File: config.mk
export PLATFORM = sky130hd
export DESIGN_NAME = mc_bank
export DESIGN_NICKNAME = d
export VERILOG_FILES = /design/src/rtl/mc_pkg.sv /design/src/rtl/mc_clk_track.sv /design/src/rtl/mc_cfg_hold.sv /design/src/rtl/mc_cell.sv /design/src/rtl/mc_bank.sv
export SDC_FILE = /design/constraint.sdc
export NUM_CORES = 1
export LEC_CHECK = 0
export BUFFER_PORTS_ARGS = -buffer_cell sky130_fd_sc_hd__buf_2
export CORE_MARGIN = 3
export CORE_UTILIZATION = 36
export CTS_BUF_LIST = sky130_fd_sc_hd__clkbuf_4 sky130_fd_sc_hd__clkbuf_8
export CTS_CLUSTER_SIZE = 25
export DETAILED_ROUTE_END_ITERATION = 10
export PLACE_DENSITY = 0.62
export SYNTH_ARGS = -nofsm -noshare
export SYNTH_HDL_FRONTEND = slang
export SYNTH_SLANG_ARGS = --single-unit
File: constraint.sdc
create_clock -name clk -period 2.1 [get_ports clk]
set_clock_uncertainty 0.2 [all_clocks]
set_input_delay 0.21 -clock clk [delete_from_list [all_inputs] [get_ports clk]]
set_output_delay 0.21 -clock clk [all_outputs]
set_load 0.005 [all_outputs]
File: src/rtl/mc_pkg.sv
package mc_pkg;

  typedef enum logic [1:0] {
    MD_COMB  = 2'b00,
    MD_REG   = 2'b01,
    MD_LATCH = 2'b10,
    MD_INREG = 2'b11
  } mc_mode_e;

  typedef struct packed {
    mc_mode_e mode;
    logic     tff;
    logic     inv;
    logic     buried;
  } mc_cfg_t;

endpackage

File: src/rtl/mc_clk_track.sv
module mc_clk_track #(
  parameter int NUM_CLK = 4
) (
  input  logic               clk,
  input  logic               rst,
  input  logic [NUM_CLK-1:0] mclk,
  output logic [NUM_CLK-1:0] mclk_lvl,
  output logic [NUM_CLK-1:0] mclk_rise
);

  logic [NUM_CLK-1:0] prev_q;

  // History starts all-high so a clock held high over reset is no edge.
  always_ff @(posedge clk) begin
    if (rst) prev_q <= '1;
    else     prev_q <= mclk;
  end

  assign mclk_lvl  = mclk;
  assign mclk_rise = mclk & ~prev_q;

  assert_no_edge_at_release_R9: assert property (
    @(posedge clk) disable iff (rst) $fell(rst) |-> (mclk_rise == '0));

endmodule

File: src/rtl/mc_cfg_hold.sv
module mc_cfg_hold
  import mc_pkg::*;
#(
  parameter int N_CELL = 4,
  parameter int SEL_W  = 2
) (
  input  logic                          clk,
  input  logic                          rst,
  input  logic [2*N_CELL-1:0]           cfg_mode,
  input  logic [N_CELL-1:0]             cfg_tff,
  input  logic [N_CELL-1:0]             cfg_inv,
  input  logic [SEL_W*N_CELL-1:0]       cfg_csel,
  input  logic [N_CELL-1:0]             cfg_buried,
  output mc_cfg_t [N_CELL-1:0]          cfg_q,
  output logic [N_CELL-1:0][SEL_W-1:0]  csel_q
);

  mc_cfg_t [N_CELL-1:0]         cfg_d;
  logic [N_CELL-1:0][SEL_W-1:0] csel_d;

  for (genvar i = 0; i < N_CELL; i++) begin : g_pack
    always_comb begin
      cfg_d[i].mode   = mc_mode_e'(cfg_mode[2*i +: 2]);
      cfg_d[i].tff    = cfg_tff[i];
      cfg_d[i].inv    = cfg_inv[i];
      cfg_d[i].buried = cfg_buried[i];
      csel_d[i]       = cfg_csel[SEL_W*i +: SEL_W];
    end
  end

  always_ff @(posedge clk) begin
    if (rst) begin
      cfg_q  <= cfg_d;
      csel_q <= csel_d;
    end
  end

  assert_cfg_frozen_R10: assert property (
    @(posedge clk) disable iff (rst) !rst |=> ($stable(cfg_q) && $stable(csel_q)));

endmodule

File: src/rtl/mc_cell.sv
module mc_cell
  import mc_pkg::*;
#(
  parameter int NUM_CLK = 4,
  parameter int SEL_W   = 2
) (
  input  logic               clk,
  input  logic               rst,
  input  mc_cfg_t            cfg,
  input  logic [SEL_W-1:0]   csel,
  input  logic [NUM_CLK-1:0] clk_lvl,
  input  logic [NUM_CLK-1:0] clk_rise,
  input  logic               sum,
  input  logic               pin_in,
  input  logic               oe_req,
  output logic               pin_out,
  output logic               pin_oe,
  output logic               fb
);

  logic q;
  logic sel_rise;
  logic sel_lvl;

  assign sel_rise = clk_rise[csel];
  assign sel_lvl  = clk_lvl[csel];

  always_ff @(posedge clk) begin
    if (rst) begin
      q <= 1'b0;
    end else begin
      unique case (cfg.mode)
        MD_REG:   if (sel_rise) q <= cfg.tff ? (q ^ sum) : sum;
        MD_LATCH: if (sel_lvl)  q <= sum;
        MD_INREG: if (sel_rise) q <= pin_in;
        default:  q <= q;
      endcase
    end
  end

  always_comb begin
    if (cfg.mode == MD_COMB) begin
      pin_out = sum ^ cfg.inv;
      fb      = sum ^ cfg.inv;
    end else if (cfg.mode == MD_INREG) begin
      pin_out = q ^ cfg.inv;
      fb      = q;
    end else begin
      pin_out = q ^ cfg.inv;
      fb      = q ^ cfg.inv;
    end
    pin_oe = oe_req & ~cfg.buried & (cfg.mode != MD_INREG);
  end

  assert_d_load_R3: assert property (
    @(posedge clk) disable iff (rst)
    (cfg.mode == MD_REG && !cfg.tff && sel_rise) |=> (q == $past(sum)));

  assert_t_toggle_R4: assert property (
    @(posedge clk) disable iff (rst)
    (cfg.mode == MD_REG && cfg.tff && sel_rise && sum) |=> (q != $past(q)));

  assert_latch_hold_R5: assert property (
    @(posedge clk) disable iff (rst)
    (cfg.mode == MD_LATCH && !sel_lvl) |=> $stable(q));

  assert_no_edge_hold_R6: assert property (
    @(posedge clk) disable iff (rst)
    ((cfg.mode == MD_REG || cfg.mode == MD_INREG) && !sel_rise) |=> $stable(q));

  assert_pin_capture_R7: assert property (
    @(posedge clk) disable iff (rst)
    (cfg.mode == MD_INREG && sel_rise) |=> (fb == $past(pin_in)));

  assert_driver_off_R8: assert property (
    @(posedge clk) disable iff (rst)
    (cfg.buried || cfg.mode == MD_INREG) |-> !pin_oe);

endmodule

File: src/rtl/mc_bank.sv
module mc_bank
  import mc_pkg::*;
#(
  parameter int N_CELL  = 4,
  parameter int NUM_CLK = 4,
  parameter int SEL_W   = (NUM_CLK > 1) ? $clog2(NUM_CLK) : 1
) (
  input  logic                    clk,
  input  logic                    rst,
  input  logic [NUM_CLK-1:0]      mclk,
  input  logic [N_CELL-1:0]       sum_in,
  input  logic [N_CELL-1:0]       pin_in,
  input  logic [N_CELL-1:0]       oe_in,
  input  logic [2*N_CELL-1:0]     cfg_mode,
  input  logic [N_CELL-1:0]       cfg_tff,
  input  logic [N_CELL-1:0]       cfg_inv,
  input  logic [SEL_W*N_CELL-1:0] cfg_csel,
  input  logic [N_CELL-1:0]       cfg_buried,
  output logic [N_CELL-1:0]       pin_out,
  output logic [N_CELL-1:0]       pin_oe,
  output logic [N_CELL-1:0]       fb_out
);

  logic [NUM_CLK-1:0]           lvl;
  logic [NUM_CLK-1:0]           rise;
  mc_cfg_t [N_CELL-1:0]         cfg_q;
  logic [N_CELL-1:0][SEL_W-1:0] csel_q;

  mc_clk_track #(.NUM_CLK(NUM_CLK)) u_clk (
    .clk       (clk),
    .rst       (rst),
    .mclk      (mclk),
    .mclk_lvl  (lvl),
    .mclk_rise (rise)
  );

  mc_cfg_hold #(.N_CELL(N_CELL), .SEL_W(SEL_W)) u_cfg (
    .clk        (clk),
    .rst        (rst),
    .cfg_mode   (cfg_mode),
    .cfg_tff    (cfg_tff),
    .cfg_inv    (cfg_inv),
    .cfg_csel   (cfg_csel),
    .cfg_buried (cfg_buried),
    .cfg_q      (cfg_q),
    .csel_q     (csel_q)
  );

  for (genvar i = 0; i < N_CELL; i++) begin : g_cell
    mc_cell #(.NUM_CLK(NUM_CLK), .SEL_W(SEL_W)) u_cell (
      .clk      (clk),
      .rst      (rst),
      .cfg      (cfg_q[i]),
      .csel     (csel_q[i]),
      .clk_lvl  (lvl),
      .clk_rise (rise),
      .sum      (sum_in[i]),
      .pin_in   (pin_in[i]),
      .oe_req   (oe_in[i]),
      .pin_out  (pin_out[i]),
      .pin_oe   (pin_oe[i]),
      .fb       (fb_out[i])
    );
  end

endmodule

---- Word level (Yosys, flattened, before mapping) ----
Index checks and enable logic that the tools add are counted.
operators by class
  eq/ne operators ......................... 28
  bitwise logic cells ..................... 26
  reductions and logical operators ........ 12
  magnitude comparators ................... 4
  muxes and demuxes ....................... 48
operator list
  operator              count
  $mux W1               36
  $ne A2 B1 Y1 const B  12
  $bmux W1 S2           8
  $eq A2 B2 Y1 const B  8
  $reduce_and A4 Y1     4
  $lt A2 B3 Y1 const B  4
  $pmux W1 S3           4
  $reduce_bool A3 Y1    4
  $xor A1 B1 Y1         12
  $and A1 B1 Y1         8
  $eq A2 B1 Y1 const B  4
  $logic_not A2 Y1      4
  $ne A2 B2 Y1 const B  4
  $and A4 B4 Y4         1
  $not A1 Y1            4
  $not A4 Y4            1
word-level totals
  register bits after elaboration ......... 36
  bits of input ports ..................... 46
  word-level logic and storage cells ...... 143

---- Depth between registers and ports, before layout ----
Gate-level depths: netlist (run 1).
  word-level depth ........................ 6
  mapped depth ............................ 5
  mapped depth without buffers ............ 4

---- Hierarchy ----
Synthesis (run 1) repeated with hierarchy kept, for this count alone.
second synthesis, totals
  cell total of the unflattened synthesis .. 152
  area, all modules ....................... 1976.9 µm²
by module, submodules not included
  module        times used  cells an instance  area an instance (µm²)
  mc_cell       4           27                 244.0
  mc_cfg_hold   1           28                 840.8
  mc_clk_track  1           16                 160.2

---- Worst setup path before layout (run 1) ----
No wires, ideal clock.
  kind .................................... reg-to-output
  start ................................... reg u_cfg.cfg_q[3] (netlist name)
  end ..................................... out fb_out[0]
  required time ........................... 1.690 ns
  buffers on the path ..................... 2
  stages on the path, launching flop included .. 6
  arrival ................................. 1.303 ns
  path slack .............................. 0.387 ns
  cells stage by stage .................... edfxtp_1 -> clkbuf_1 -> nor2_1 -> a22o_1 -> a221oi_1 -> buf_4
between the ends
  longest elaborated chain between the ends .. 3
  elaborated cells on any way between the ends .. 4
  classes of those cells .................. eq/ne: 1; mux: 2; reduce/logical: 1
RTL lines
  element       line           source
  $eq A2 B2 Y1  mc_cell.sv:45  end else if (cfg.mode == MD_INREG) begin
  $mux W1       mc_cell.sv:45
  $mux W1 (*)   mc_cell.sv:42  if (cfg.mode == MD_COMB) begin
  to (decl)     mc_bank.sv:21  output logic [N_CELL-1:0] fb_out
Every way passes the cells marked *; elsewhere a longest branch is shown, timed or not.

---- Final worst setup path (run 1) ----
  start ................................... reg u_cfg.cfg_q[18] (netlist name)
  end ..................................... out fb_out[3]
between the ends
  longest elaborated chain between the ends .. 3
  elaborated cells on any way between the ends .. 4
  classes of those cells .................. eq/ne: 1; mux: 2; reduce/logical: 1
RTL lines
  element       line
  $eq A2 B2 Y1  mc_cell.sv:45
  $mux W1       mc_cell.sv:45
  $mux W1 (*)   mc_cell.sv:42
Marks and branches as above.

==> impl_metrics.tcl, run 1 <==
set metrics [dict create \
    synth_seq_cells 36 \
    die_area_um2 6360 \
    synth.avg_cell_area_um2 12.2 \
    cts.htree.levels 2 \
    period_needed_ns 2.04 \
    setup.worst_path.start_class "flop" \
    grt.busiest_layer "met2" \
    yosys_warnings 0 \
    grtUsageTotal_pct 12.4 \
    die_x_um 79.8 \
    synth_area_leader_cell "edfxtp_1" \
    worst-setup-path-type "flop to output pin" \
    cpMaxStageDelayCell "edfxtp_1" \
    hold_class "input port to flop" \
    tns_ns 0 \
    path_cells "xor2_1, a22o_1, a221oi_1, buf_2" \
    cts_root_buf "clkbuf_8" \
    max_freq_ghz 0.489 \
    gp_congestion 0.793 \
    use_met1_pct 14.1 \
    cts_buffers 5 \
    start_util_pct 37.9 \
    outcome "finished, final reports clean" \
    io_buffers 57 \
    hold_viol 0 \
    yosys-top-cells-area "edfxtp_1, dfxtp_1, mux4_2, mux2i_1, buf_4" \
    grt_util_met2_pct 21.5 \
    r2r-start "u_cfg.csel_q[0]$_DFFE_PP_" \
    slowest_delay_ns 0.52 \
    drtPass1Iterations 4 \
    arrival_ns 1.63 \
    diodes 0 \
    slew_headroom_pct 69.3 \
    required_ns 1.69 \
    hold_depth 5 \
    peakVddDrop_mv 0.364 \
    rows 26 \
    path_clk_slew_ns 0.07 \
    path_buf_inv 1 \
    clock_latency_ns 0.28 \
    wl_per_cell_um 12.1 \
    synth_top_area_share_pct 42.9 \
    clock_path_buffers 2 \
    tightest_slew_ns 0.460 \
    syn_area_um2 1960 \
    wl_um 3890 \
    num_io_pins 58 \
    hold_end "g_cell[2].u_cell.q$_SDFFE_PP0P_" \
    max_cap_viol_count 0 \
    dp_hpwl_um 2660 \
    ys_seq_area_share_pct 51.1 \
    synth_edf_count 28 \
    ff2ff_path_depth 3 \
    cts_tree "done" \
    period_share_pct 97.3 \
    fin_nets 295 \
    r2r-end "g_cell[0].u_cell.q$_SDFFE_PP0P_" \
    cp-end-kind "output pin" \
    fp.coreArea_um2 5170 \
    post_synth_num_cell_types 27 \
    async_flop_share_pct 0 \
    grt_pass1_wl_um 6070 \
    final_antenna_net_count 0 \
    met3_usage_pct 3.95 \
    grt_max_degree 22 \
    die_h_um 79.8 \
    synth_nets 207 \
    cp_top_family "flip-flops" \
    grt_pass1_vias 1395 \
    cts.sinks 36 \
    avgViaCountPerCell 4.64 \
    drc_errors 0 \
    path_max_fanout 8 \
    ys_top_cells_by_count "edfxtp_1, nand2_1, buf_4, mux2i_1" \
    power_density_nw_per_um2 665 \
    yosysMostFrequentCell "edfxtp_1" \
    r2r_setup_slack_ns 0.37 \
    syn2layout_area_growth_pct 40.3 \
    drt_iter0_drc 39 \
    place_area_um2 2220 \
    layout-drive-gt1-share_pct 38.0 \
    antenna_found_initial 0 \
    design_area_um2 2750 \
    netlist_instances 161 \
    p_leak_nw 1.16 \
    grt_overflow 0 \
    slew_viol_final 0 \
    setup_viol 0 \
    min_from "pin_in[2]" \
    synth_ff_type "edfxtp_1" \
    num_vias 1485 \
]
-- report_power, final --
group	leakage, nW	switching, W	internal [W]	total, W
combinational	0.757	0.000123	0.000212	0.000335
clock	0.0586	0.000240	0.000365	0.000605
sequential	0.340	0.0000587	0.000829	0.000888
total	1.16	0.000422	0.00141	0.00183
-- metal layers --
layer | vias up | routed length, um
met2 | 41 | 1960
li1 | 753 | -
met3 | 4 | 215
met5 | - | 0
met1 | 687 | 1660
met4 | 0 | 44
-- flip-flops by register name, indices dropped and copies added, names as in the netlist --
register         count
u_cfg.cfg_q         20
u_cfg.csel_q         8
g_cell.u_cell.q      4
u_clk.prev_q         4
-- layout by cell type (no fill, tap or decap), types with 4 or more instances in the layout --
| cell type | netlist | final |
|---|---|---|
| a211oi_1 | 4 | 4 |
| a21oi_1 | 5 | 5 |
| a22o_1 | 4 | 4 |
| buf_2 | 1 | 56 |
| buf_4 | 12 | 12 |
| clkbuf_8 | 0 | 5 |
| dfxtp_1 | 8 | 8 |
| dlygate4sd3_1 | 0 | 32 |
| edfxtp_1 | 28 | 28 |
| inv_1 | 9 | 9 |
| mux2i_1 | 10 | 10 |
| mux4_2 | 6 | 6 |
| nand2_1 | 13 | 13 |
| nor2_1 | 9 | 7 |
| nor2b_1 | 6 | 5 |
| o21ai_0 | 5 | 5 |
| or2_2 | 4 | 4 |
| xnor2_1 | 7 | 7 |
| xor2_1 | 4 | 4 |
-- through the flow --
stage	hold WS, ns	power [W]	util, %	std cells	setup WS, ns
3_3_place_gp	0.186	0.00116	42.9	270	0.316
3_5_place_dp	0.188	0.00117	42.9	270	0.292
6_report	0.152	0.00183	53.1	320	0.0570
4_1_cts	0.144	0.00182	51.3	310	0.0135
2_1_floorplan	0.109	0.00109	-	161	0.387
5_1_grt	0.181	0.00193	53.1	320	-0.00372
-- timing repair --
| item | in CTS | in global routing |
|---|---|---|
| resized for setup | 0 | 5 |
| hold endpoints to repair | 32 | 0 |
| hold buffers | 32 | 0 |
| setup endpoints to repair | 0 | 6 |
| buffers inserted | 0 | 11 |
-- cells by family (layout without fill, tap and decap cells) --
group / count (synthesis) / after routing / synth area share (%)
flops: 36 / 36 / 51.1
compound gates: 30 / 30 / 10.9
xor+xnor: 11 / 11 / 4.92
mux: 19 / 19 / 15.3
simple gates: 37 / 37 / 10.0
buf+inv: 28 / 117 / 7.73
-- worst reg2reg max path, cell delays in order, from the launching register on --
cell	delay, ns
edfxtp_1	0.40
mux4_2	0.52
a22oi_2	0.18
mux2_4	0.31
-- area by class of cell --
cell class              instances  area (um^2)
multi-input cells              97          823
fillers                       443         2420
repair buffers                100          691
well taps                      70         87.6
inverters                       9         33.8
clock inverters                 2         35.0
clock buffers                   6         76.3
flip-flops and latches         36         1000
-- worst max path at each step --
stage | start | end | slack, ns | depth (start not counted)
after global routing | u_cfg.cfg_q[14]$_DFFE_PP_ | fb_out[2] | -0.004 | 4
after global placement | mclk[1] | g_cell[0].u_cell.q$_SDFFE_PP0P_ | 0.32 | 5
after CTS | u_cfg.cfg_q[8]$_DFFE_PP_ | fb_out[1] | 0.01 | 4
after floorplan | u_cfg.cfg_q[3]$_DFFE_PP_ | fb_out[0] | 0.39 | 5
after detailed placement | mclk[1] | g_cell[0].u_cell.q$_SDFFE_PP0P_ | 0.29 | 5
final | u_cfg.cfg_q[18]$_DFFE_PP_ | fb_out[3] | 0.06 | 4
(Power assumes the default switching activity.)
==> run 2, diff against run 1 <==
- BUFFER_PORTS_ARGS: -buffer_cell sky130_fd_sc_hd__buf_2 -> -buffer_cell sky130_fd_sc_hd__clkbuf_2
- CTS_CLUSTER_SIZE: 25 -> not set
==> impl_metrics.tcl, run 2 (synthesis gave the netlist of run 1 again) <==
set metrics [dict create \
    outcome "finished, final reports clean" \
    path_cells "dlygate4sd3_1, clkbuf_2, nor2b_4, mux4_2, a22oi_2, mux2_1" \
    die_h_um 79.8 \
    setup_viol 0 \
    grtUsageTotal_pct 12.9 \
    num_vias 1484 \
    drc_errors 0 \
    avgViaCountPerCell 4.61 \
    arrival_ns 2.03 \
    clock_latency_ns 0.28 \
    holdWs_ns 0.149 \
    largest_register "u_cfg.cfg_q" \
    rows 26 \
    max_freq_ghz 0.488 \
    die_x_um 79.8 \
    grt_pass1_vias 1365 \
    cts_buffers 5 \
    io_buffers 57 \
    grt_pass1_wl_um 6280 \
    cp-end-kind "flop" \
    max_cap_viol_count 0 \
    design_area_um2 2730 \
    period_share_pct 97.6 \
    final_antenna_net_count 0 \
    die_area_um2 6360 \
    utilization_pct 52.8 \
    period_needed_ns 2.05 \
    wl_per_cell_um 12.2 \
    hold_viol 0 \
    hold_class "input port to flop" \
    setup_ws_ns 0.0514 \
    top_regs "u_cfg.cfg_q x20, u_cfg.csel_q x8" \
    grt_max_degree 16 \
    num-fill-cells 457 \
    fp.coreArea_um2 5170 \
    grt_overflow 0 \
    layout-drive-gt1-share_pct 36.5 \
    required_ns 2.08 \
    fin_nets 297 \
    cts_root_buf "clkbuf_8" \
    tightest_slew_ns 0.393 \
    antenna_found_initial 0 \
    cts_tree "done" \
    final_cell_mix "clkbuf_2, dlygate4sd3_1, edfxtp_1, buf_4, nand2_1" \
    wl_um 3940 \
    path_buf_inv 2 \
    peakVddDrop_mv 0.416 \
    final_common_cell "clkbuf_2" \
    diodes 0 \
    clock_path_buffers 2 \
    setup.worst_path.start_class "input port" \
    start_util_pct 37.9 \
    slew_headroom_pct 73.8 \
    largest_reg_flops 20 \
    power.total_w 0.00173 \
    worst-setup-path-type "input port to flop" \
    cp_top_family "multiplexers" \
    syn2layout_area_growth_pct 39.4 \
    p_leak_nw 1.16 \
    cts.sinks 36 \
    slew_viol_final 0 \
    gp_congestion 0.781 \
    dp_hpwl_um 2690 \
    path_clk_slew_ns 0.07 \
    path_max_fanout 6 \
    place_area_um2 2230 \
    num_io_pins 58 \
    drt_iter0_drc 40 \
    cpMaxStageDelayCell "dlygate4sd3_1" \
    cts.htree.levels 2 \
    power_density_nw_per_um2 635 \
    slowest_delay_ns 0.54 \
    drtPass1Iterations 4 \
    place_ws_ns 0.292 \
]
==> run 2: repair_timing <==
action / 4_1_cts / 5_1_grt
hold buffers: 32 / 0
endpoints found under the setup margin: 0 / 8
gates resized for setup: 0 / 2
buffers inserted: 0 / 12
hold endpoints to repair: 32 / 0
==> run 2: area by class of cell <==
| class | count | area (um^2) | share of cell area [%] |
|---|---|---|---|
| sequential | 36 | 1000 | 36.7 |
| multi-input combinational | 97 | 808 | 29.6 |
| timing repair buffer | 102 | 706 | 25.8 |
| clock buffer | 7 | 90.1 | 3.30 |
| tap | 70 | 87.6 | 3.21 |
| inverter | 9 | 33.8 | 1.24 |
| clock inverter | 1 | 3.75 | 0.137 |
==> run 2: tightest hold or removal path, cell delays in order <==
cell and delay, ns:
clkbuf_2 0.09, nand3_1 0.08, a31oi_1 0.11, mux2_1 0.12
==> run 2: where the power goes <==
group	internal, W	switching (W)	leakage (nW)
logic	0.000212	0.000128	0.770
registers	0.000829	0.0000539	0.340
clock network	0.000276	0.000235	0.0493
total	0.00132	0.000416	1.16
==> run 2: worst paths after layout <==
path	from	end	slack, ns	cells past startpoint
min	pin_in[0]	g_cell[0].u_cell.q$_SDFFE_PP0P_	0.15	4
max	mclk[3]	g_cell[0].u_cell.q$_SDFFE_PP0P_	0.05	6
min reg2reg	g_cell[3].u_cell.q$_SDFFE_PP0P_	g_cell[3].u_cell.q$_SDFFE_PP0P_	0.32	2
max reg2reg	u_cfg.csel_q[0]$_DFFE_PP_	g_cell[0].u_cell.q$_SDFFE_PP0P_	0.37	3
==> run 2: metrics by stage <==
step / cells / TNS, ns
6_report: 322 / 0
5_1_grt: 322 / -0.0345
4_1_cts: 311 / 0
2_1_floorplan: 161 / 0
3_5_place_dp: 271 / 0
3_3_place_gp: 271 / 0
==> run 2: routing by layer <==
metal / global-route usage [%] / up-vias / wire, um
met5: 0 / - / 0
met4: 4.05 / 0 / 38
met3: 3.95 / 5 / 207
met2: 21.7 / 36 / 1970
met1: 15.8 / 686 / 1720
li1: - / 757 / -
==> run 3, diff against run 2 <==
- SETUP_SLACK_MARGIN: not set -> 0.1
==> impl_metrics.tcl, run 3 (synthesis gave the netlist of run 1 again) <==
set metrics [dict create \
    outcome "finished, final reports clean" \
    largest_reg_flops 20 \
    grtUsageTotal_pct 13.5 \
    drc_errors 0 \
    max_cap_viol_count 0 \
    num_vias 1531 \
    worst-setup-path-type "flop to output pin" \
    dp_hpwl_um 2690 \
    slowest_delay_ns 0.48 \
    cts_root_buf "clkbuf_8" \
    tns_ns 0 \
    period_needed_ns 1.98 \
    p_sw_w 0.000427 \
    wl_per_cell_um 12.5 \
    rows 26 \
    p_leak_nw 1.18 \
    io_buffers 57 \
    cpMaxStageDelayCell "edfxtp_1" \
    final_antenna_net_count 0 \
    fin_nets 300 \
    hold_class "input port to flop" \
    power.total_w 0.00175 \
    power_density_nw_per_um2 630 \
    largest_register "u_cfg.cfg_q" \
    syn2layout_area_growth_pct 42.0 \
    r2r-start "u_cfg.csel_q[0]$_DFFE_PP_" \
    cts.htree.levels 2 \
    cp_top_family "flip-flops" \
    power.internal_w 0.00133 \
    grt_max_degree 16 \
    grt_overflow 0 \
    die_area_um2 6360 \
    final_cell_mix "clkbuf_2, dlygate4sd3_1, edfxtp_1, buf_4, nand2_1" \
    design_area_um2 2780 \
    layout-drive-gt1-share_pct 39.6 \
    peakVddDrop_mv 0.397 \
    pwr-share-clk_pct 29.1 \
    gp_congestion 0.781 \
    max_freq_ghz 0.505 \
    slew_headroom_pct 73.9 \
    hold_viol 0 \
    period_share_pct 94.2 \
    clock_latency_ns 0.28 \
    rsz0062_at_grt "true" \
    final_common_cell "clkbuf_2" \
    p_seq_share_pct 50.3 \
    cp-end-kind "output pin" \
    required_ns 1.69 \
    drtPass1Iterations 4 \
    cts_tree "done" \
    diodes 0 \
    hold_depth 4 \
    tightest_slew_ns 0.391 \
    cts.sinks 36 \
    die_h_um 79.8 \
    grt_pass1_wl_um 6620 \
    grt_pass1_vias 1485 \
    setup.worst_path.start_class "flop" \
    avgViaCountPerCell 4.71 \
    slew_viol_final 0 \
    ff2ff_path_depth 3 \
    cts_buffers 5 \
    num_io_pins 58 \
    share_comb_of_total_power_pct 20.7 \
    start_util_pct 37.9 \
    drt_iter0_drc 45 \
    worst-path-stages 4 \
    setup_viol 0 \
    path_cells "xor2_1, a22o_1, a221oi_2, buf_2" \
    place_inst 271 \
    path_buf_inv 1 \
    clock_path_buffers 2 \
    antenna_found_initial 0 \
    instances_no_fill 325 \
    path_clk_slew_ns 0.07 \
    die_x_um 79.8 \
    path_max_fanout 4 \
    arrival_ns 1.57 \
    top_regs "u_cfg.cfg_q x20, u_cfg.csel_q x8" \
    min_from "pin_in[0]" \
    place_area_um2 2230 \
    setup.worst_path.start "u_cfg.cfg_q[9]$_DFFE_PP_" \
    fp.coreArea_um2 5170 \
    wl_um 4080 \
    swShare_pct 24.3 \
]
-- run 3: final cells by class --
cell class                      count  area (um^2)
Tap cell                           70         87.6
Multi-Input combinational cell     97          840
Inverter                            9         33.8
Timing Repair Buffer              105          726
Clock buffer                        7         90.1
Fill cell                         448         2390
Sequential cell                    36         1000
Clock inverter                      1         3.75
-- run 3: power groups by stage --
stage                     clock, W  combinational (W)  sequential [W]
after global placement           0           0.000262        0.000904
after floorplan                  0           0.000219        0.000872
after detailed placement         0           0.000265        0.000904
final                     0.000509           0.000363        0.000881
after global routing      0.000570           0.000402        0.000887
after CTS                 0.000532           0.000351        0.000876
-- run 3: final timing paths --
check                                                        to  slack (ns)
worst max-delay path                                  fb_out[1]        0.12
worst min-delay path            g_cell[0].u_cell.q$_SDFFE_PP0P_        0.15
worst max register to register  g_cell[0].u_cell.q$_SDFFE_PP0P_        0.34
worst min register to register  g_cell[3].u_cell.q$_SDFFE_PP0P_        0.31
-- run 3: layer usage --
layer	up-vias	GRT usage (%)	wire, um
met5	-	0	0
met4	0	4.05	40
met3	5	3.95	225
met2	42	23.4	2110
met1	722	16.3	1700
li1	762	-	-
-- run 3: metrics by stage --
step / setup WS [ns] / util [%] / hold WS [ns]
6_report: 0.122 / 53.8 / 0.151
5_1_grt: 0.0362 / 53.8 / 0.176
4_1_cts: 0.0901 / 52.8 / 0.145
3_5_place_dp: 0.292 / 43.1 / 0.189
3_3_place_gp: 0.319 / 43.1 / 0.186
2_1_floorplan: 0.387 / - / 0.109
-- run 3: worst reg2reg max path: stages (launching register included) --
cell and delay [ns]:
edfxtp_1 0.40, mux4_2 0.52, a22oi_2 0.20, mux2_1 0.33
-- run 3: timing repair --
| item | in CTS | in global routing |
|---|---|---|
| pin swaps | 0 | 5 |
| hold endpoints to repair | 32 | 0 |
| resized for setup | 0 | 11 |
| hold buffers | 32 | 0 |
| setup endpoints to repair | 5 | 7 |
| buffers inserted | 12 | 2 |
